==> config.mk <==
export PLATFORM = sky130hd
export DESIGN_NAME = bgwin_fetch_addr
export DESIGN_NICKNAME = d
export VERILOG_FILES = /design/src/rtl/tile_fetch_pkg.sv /design/src/rtl/win_line_ctr.sv /design/src/rtl/layer_select.sv /design/src/rtl/addr_calc.sv /design/src/rtl/bgwin_fetch_addr.sv
export SDC_FILE = /design/constraint.sdc
export NUM_CORES = 1
export LEC_CHECK = 0
export BUFFER_PORTS_ARGS = -buffer_cell sky130_fd_sc_hd__buf_2
export CELL_PAD_IN_SITES_DETAIL_PLACEMENT = 0
export CELL_PAD_IN_SITES_GLOBAL_PLACEMENT = 1
export CORE_ASPECT_RATIO = 1.4
export CORE_UTILIZATION = 42
export CTS_BUF_LIST = sky130_fd_sc_hd__clkbuf_4 sky130_fd_sc_hd__clkbuf_8
export DETAILED_ROUTE_END_ITERATION = 7
export MAX_ROUTING_LAYER = met4
export PLACE_DENSITY = 0.93
export SYNTH_ARGS = -nofsm -noshare
export SYNTH_HDL_FRONTEND = slang
export SYNTH_HIERARCHICAL = 1
export SYNTH_SLANG_ARGS = --single-unit
export TNS_END_PERCENT = 10
==> constraint.sdc <==
create_clock -name clk -period 9.8 [get_ports clk]
set_clock_uncertainty 0.05 [all_clocks]
set_input_delay 1.96 -clock clk [delete_from_list [all_inputs] [get_ports clk]]
set_output_delay 1.96 -clock clk [all_outputs]
set_load 0.05 [all_outputs]
==> src/rtl/tile_fetch_pkg.sv <==
package tile_fetch_pkg;
  parameter int CW          = 8;    // coordinate width
  parameter int AW          = 16;   // address width
  parameter int FINE_W      = 3;    // log2 of tile edge in pixels
  parameter int MAP_COL_W   = 5;    // log2 of map columns
  parameter int TILE_SH     = 4;    // log2 of bytes per tile
  parameter int ROW_SH      = 1;    // log2 of bytes per pixel row
  parameter int WX_OFFSET   = 7;
  parameter int WX_LIMIT    = 166;
  parameter logic [AW-1:0] MAP_LO    = 16'h9800;
  parameter logic [AW-1:0] MAP_HI    = 16'h9C00;
  parameter logic [AW-1:0] TILE_UBAS = 16'h8000;
  parameter logic [AW-1:0] TILE_SBAS = 16'h9000;

  typedef struct packed {
    logic          on;
    logic          win;
    logic [CW-1:0] row;
    logic [CW-1:0] colx;
  } cover_t;
endpackage

==> src/rtl/win_line_ctr.sv <==
module win_line_ctr
  import tile_fetch_pkg::*;
(
  input  logic          clk,
  input  logic          rst,
  input  logic          frame_start,
  input  logic          line_end,
  input  logic          drew_now,
  output logic [CW-1:0] cnt
);
  logic seen;

  always_ff @(posedge clk) begin
    if (rst || frame_start) begin
      cnt  <= '0;
      seen <= 1'b0;
    end else if (line_end) begin
      if (seen || drew_now) cnt <= cnt + 1'b1;
      seen <= 1'b0;
    end else if (drew_now) begin
      seen <= 1'b1;
    end
  end

  // counter cleared by a frame start
  a_r6_clear_on_frame: assert property (@(posedge clk) disable iff (rst)
    frame_start |=> cnt == '0);
  // steps at most by one
  a_r6_step_one: assert property (@(posedge clk) disable iff (rst)
    !frame_start |=> (cnt == $past(cnt)) || (cnt == $past(cnt) + 1'b1));
  // no change between line ends
  a_r6_hold_midline: assert property (@(posedge clk) disable iff (rst)
    (!frame_start && !line_end) |=> $stable(cnt));
endmodule

==> src/rtl/layer_select.sv <==
module layer_select
  import tile_fetch_pkg::*;
(
  input  logic          bg_en,
  input  logic          win_en,
  input  logic [CW-1:0] scx,
  input  logic [CW-1:0] scy,
  input  logic [CW-1:0] wx,
  input  logic [CW-1:0] wy,
  input  logic [CW-1:0] line,
  input  logic [CW-1:0] col,
  input  logic [CW-1:0] wline,
  output cover_t        cov
);
  logic [CW:0] col_sh;
  logic [CW:0] wdiff;
  logic        wx_ok;
  logic        win_on;

  always_comb begin
    col_sh = {1'b0, col} + (CW+1)'(WX_OFFSET);
    wdiff  = col_sh - {1'b0, wx};
    wx_ok  = (wx <= CW'(WX_LIMIT));
    win_on = win_en && wx_ok && (line >= wy) && (col_sh >= {1'b0, wx});
    cov    = '0;
    if (win_on) begin
      cov.on   = 1'b1;
      cov.win  = 1'b1;
      cov.row  = wline;
      cov.colx = wdiff[CW-1:0];
    end else if (bg_en) begin
      cov.on   = 1'b1;
      cov.row  = line + scy;
      cov.colx = col + scx;
    end
  end
endmodule

==> src/rtl/addr_calc.sv <==
module addr_calc
  import tile_fetch_pkg::*;
(
  input  cover_t        cov,
  input  logic          bg_map_hi,
  input  logic          win_map_hi,
  input  logic          tile_unsigned,
  input  logic [CW-1:0] tile,
  output logic [AW-1:0] map_addr,
  output logic [AW-1:0] pat_addr
);
  localparam int TR_W = CW - FINE_W;

  logic [AW-1:0]     map_base;
  logic [AW-1:0]     idx_ext;
  logic [FINE_W-1:0] fine;
  logic [TR_W-1:0]   trow;
  logic [TR_W-1:0]   tcol;

  always_comb begin
    map_base = (cov.win ? win_map_hi : bg_map_hi) ? MAP_HI : MAP_LO;
    trow     = cov.row[CW-1:FINE_W];
    tcol     = cov.colx[CW-1:FINE_W];
    fine     = cov.row[FINE_W-1:0];
    idx_ext  = tile_unsigned ? AW'(tile) : AW'($signed(tile));
    if (cov.on) begin
      map_addr = map_base + (AW'(trow) << MAP_COL_W) + AW'(tcol);
      pat_addr = (tile_unsigned ? TILE_UBAS : TILE_SBAS)
               + (idx_ext << TILE_SH) + (AW'(fine) << ROW_SH);
    end else begin
      map_addr = '0;
      pat_addr = '0;
    end
  end
endmodule

==> src/rtl/bgwin_fetch_addr.sv <==
module bgwin_fetch_addr
  import tile_fetch_pkg::*;
(
  input  logic          clk,
  input  logic          rst,
  input  logic          pix_valid,
  input  logic          frame_start,
  input  logic          line_end,
  input  logic [7:0]    line_i,
  input  logic [7:0]    col_i,
  input  logic [7:0]    scroll_x_i,
  input  logic [7:0]    scroll_y_i,
  input  logic [7:0]    win_x_i,
  input  logic [7:0]    win_y_i,
  input  logic          bg_en_i,
  input  logic          win_en_i,
  input  logic          tile_unsigned_i,
  input  logic          bg_map_hi_i,
  input  logic          win_map_hi_i,
  input  logic [7:0]    tile_idx_i,
  output logic          valid_o,
  output logic [15:0]   map_addr_o,
  output logic [15:0]   pat_addr_o,
  output logic          layer_on_o,
  output logic          win_sel_o
);
  logic [CW-1:0] wline;
  cover_t        cov;
  logic [AW-1:0] map_nxt;
  logic [AW-1:0] pat_nxt;

  win_line_ctr u_wctr (
    .clk(clk), .rst(rst), .frame_start(frame_start), .line_end(line_end),
    .drew_now(pix_valid && cov.win), .cnt(wline)
  );

  layer_select u_sel (
    .bg_en(bg_en_i), .win_en(win_en_i), .scx(scroll_x_i), .scy(scroll_y_i),
    .wx(win_x_i), .wy(win_y_i), .line(line_i), .col(col_i), .wline(wline),
    .cov(cov)
  );

  addr_calc u_addr (
    .cov(cov), .bg_map_hi(bg_map_hi_i), .win_map_hi(win_map_hi_i),
    .tile_unsigned(tile_unsigned_i), .tile(tile_idx_i),
    .map_addr(map_nxt), .pat_addr(pat_nxt)
  );

  always_ff @(posedge clk) begin
    if (rst) begin
      valid_o    <= 1'b0;
      map_addr_o <= '0;
      pat_addr_o <= '0;
      layer_on_o <= 1'b0;
      win_sel_o  <= 1'b0;
    end else begin
      valid_o    <= pix_valid;
      map_addr_o <= map_nxt;
      pat_addr_o <= pat_nxt;
      layer_on_o <= cov.on;
      win_sel_o  <= cov.win;
    end
  end

  // valid follows pix_valid by one cycle
  a_r9_valid_follows: assert property (@(posedge clk) disable iff (rst)
    pix_valid |=> valid_o);
  a_r9_valid_drops: assert property (@(posedge clk) disable iff (rst)
    !pix_valid |=> !valid_o);
  // window flag only after an enable with X in range
  a_r7_win_needs_enable: assert property (@(posedge clk) disable iff (rst)
    ##1 win_sel_o |-> ($past(win_en_i) && $past(win_x_i) <= 8'd166));
  // blank pixels carry zero addresses and no window flag
  a_r8_blank_zero: assert property (@(posedge clk) disable iff (rst)
    !layer_on_o |-> (map_addr_o == '0 && pat_addr_o == '0 && !win_sel_o));
  // map address inside the map area
  a_r2_map_range: assert property (@(posedge clk) disable iff (rst)
    layer_on_o |-> (map_addr_o >= 16'h9800 && map_addr_o <= 16'h9FFF));
  // pattern address even and inside the tile data area
  a_r3_pat_range: assert property (@(posedge clk) disable iff (rst)
    layer_on_o |-> (pat_addr_o[0] == 1'b0 && pat_addr_o >= 16'h8000
                    && pat_addr_o <= 16'h97FF));
endmodule

==> reports/results.ini <==
[run_status]
outcome=complete, no violations

[power_and_ir_drop]
leakagePower_nw=1.76
internal-power_uw=326
pwr-share-seq_pct=39.2
power_density_nw_per_um2=131
ir_worst_vdd_mv=0.0965
p_switching_uw=153
swShare_pct=32.0
combPwrFrac_pct=32.0
power_frac_clock_pct=28.8

[sta]
rsz0062_at_grt=no
hold_ws_ns=0.433
setup_viol=0
setup-tns-final_ns=0
slew_headroom_pct=34.3
fin_crit_ns=5.31
clock.fmax_ghz=0.188
final-hold-violation-count=0
tightestPinTransition_ns=0.983
post-route-period-util_pct=54.1
drv_slew=0

[detailed_routing]
avgRoutedWirePerCell_um=11.2
route.detailed.drc=0
vias=2565
drt-total-wl_mm=6.03
via_per_inst=4.75
drtAntennaViolNets=0
drt_iter0_drc=45
drt_first_pass_iters=4

[cts]
clockBufferDepth=2
cts_made_buffers=5
post_cts_buffers=0
path_clk_slew_ns=0.08
clock_latency_ns=0.29
cts.sinks=44
cts_max_level=2
cts_tree=done
holdBufCountCts=0
root_buffer=clkbuf_8
cts_resized=0

[setup_path]
cp-end-kind=register
slowest_stage=a211oi_4
critPathTopFamily=compound AO/OA/AOI/OAI gates
cp.arrival_ns=5.49
critPathLaunchType=primary input
path_common_cell=ha_1
crit_type=primary input to register
crit_chain=buf_2 > inv_1 > ha_1 > nand2b_1 > nand2_1 > xnor2_1 > ha_1 > o2111ai_1 > a21oi_2 > o21ai_1 > a211oi_4 > and2_1 > o21ai_2 > or4_1 > a21oi_1
worstPathRequired_ns=9.98
worstPathBufferInverterCount=2
cp_max_fo=17
slowest_delay_ns=0.85

[place]
dp.cells=532
dp_hpwl_mm=4.84
place_congestion=0.803
port_buffers=100

[floorplanning]
io_pins=101
die_h_um=103
start_util_pct=43.9
core-area_um2=7030
core.rowCount=36
die_w_um=74.4
die_area_um2=7690

[final_layout]
drive_gt1_share_pct=27.6
fin_nets=545
area_delta_synth_final_pct=19.0
n_antenna_cell=0
fin_cells=540

[global_route]
grt_max_degree=37
gr-total-overflow=0
track_usage_pct=17.1
first_global_vias=2390
grt_antenna_before_repair=0
grt_pass1_wl_mm=10.0

[yosys]
synth_area_um2=3080
postSynthCellCount=353
yosysWarnings=6
syn_area_per_cell_um2=8.73

[hold_path]
min_path_type=register to register

[run]
drv_cap=0

power groups by stage:
| stage | sequential (mW) | clock [mW] | combinational [mW] |
|---|---|---|---|
| floorplan | 0.220 | 0 | 0.0916 |
| detailed placement | 0.192 | 0 | 0.153 |
| global route | 0.189 | 0.151 | 0.171 |
| finish | 0.188 | 0.138 | 0.154 |
| CTS | 0.188 | 0.143 | 0.154 |
| global placement | 0.192 | 0 | 0.151 |
per-layer routing:
metal / routed length, um / global-route usage [%] / up-vias
li1: - / - / 1349
met1: 2660 / 18.1 / 1107
met2: 2810 / 29.8 / 97
met3: 399 / 3.59 / 12
met4: 155 / 8.56 / 0
met5: 0 / - / -
sequential cells by signal, summed over array words and instances, names as in the netlist:
| signal | cells |
|---|---|
| u_wctr/seen | 1 |
| pat_addr_o | 16 |
| layer_on_o | 1 |
| u_wctr/cnt | 8 |
| map_addr_o | 16 |
| valid_o | 1 |
| win_sel_o | 1 |
metrics by stage:
step	setup WS, ns	utilization (%)	cell area [um2]	power (mW)
after floorplan	4.92	-	3100	0.311
after global placement	4.29	50.6	3550	0.344
after detailed placement	4.20	50.6	3550	0.345
after CTS	4.51	52.2	3670	0.485
after global routing	4.20	52.2	3670	0.512
final	4.49	52.2	3670	0.480
final timing paths:
check                 from            end  slack (ns)  depth (start not counted)
min          u_wctr/cnt[7]  u_wctr/cnt[7]        0.43                          2
max               col_i[0]  u_wctr/cnt[7]        4.49                         15
min reg2reg  u_wctr/cnt[7]  u_wctr/cnt[7]        0.43                          2
max reg2reg  u_wctr/cnt[2]  u_wctr/cnt[7]        8.41                          3
cell usage in the layout, fill, tap and decap left out, types with 4 or more instances in the layout:
cell / instances
ha_1: 32
dfxtp_1: 44
nand2b_1: 4
clkbuf_8: 5
a21oi_1: 17
o21ai_0: 9
mux2i_1: 15
xor2_1: 8
o211ai_1: 5
a21o_1: 5
nor3_1: 5
conb_1: 5
and2_1: 22
inv_1: 32
and2b_2: 5
nand2_1: 21
buf_2: 100
nor2_1: 11
nand3_1: 10
xnor2_1: 15
nor2b_1: 31
layout make-up:
class                   instances  area, um2
fillers                       691       3360
multi-input cells             261       1930
flip-flops and latches         44        881
repair buffers                100        500
inverters                      32        120
well taps                      95        119
clock buffers                   5       68.8
clock inverters                 3       46.3
worst min-delay path, stage by stage, from the launching register on:
cell and delay (ns):
dfxtp_1 0.33, o31ai_1 0.06, a21oi_1 0.05
(Power assumes the default switching activity.)
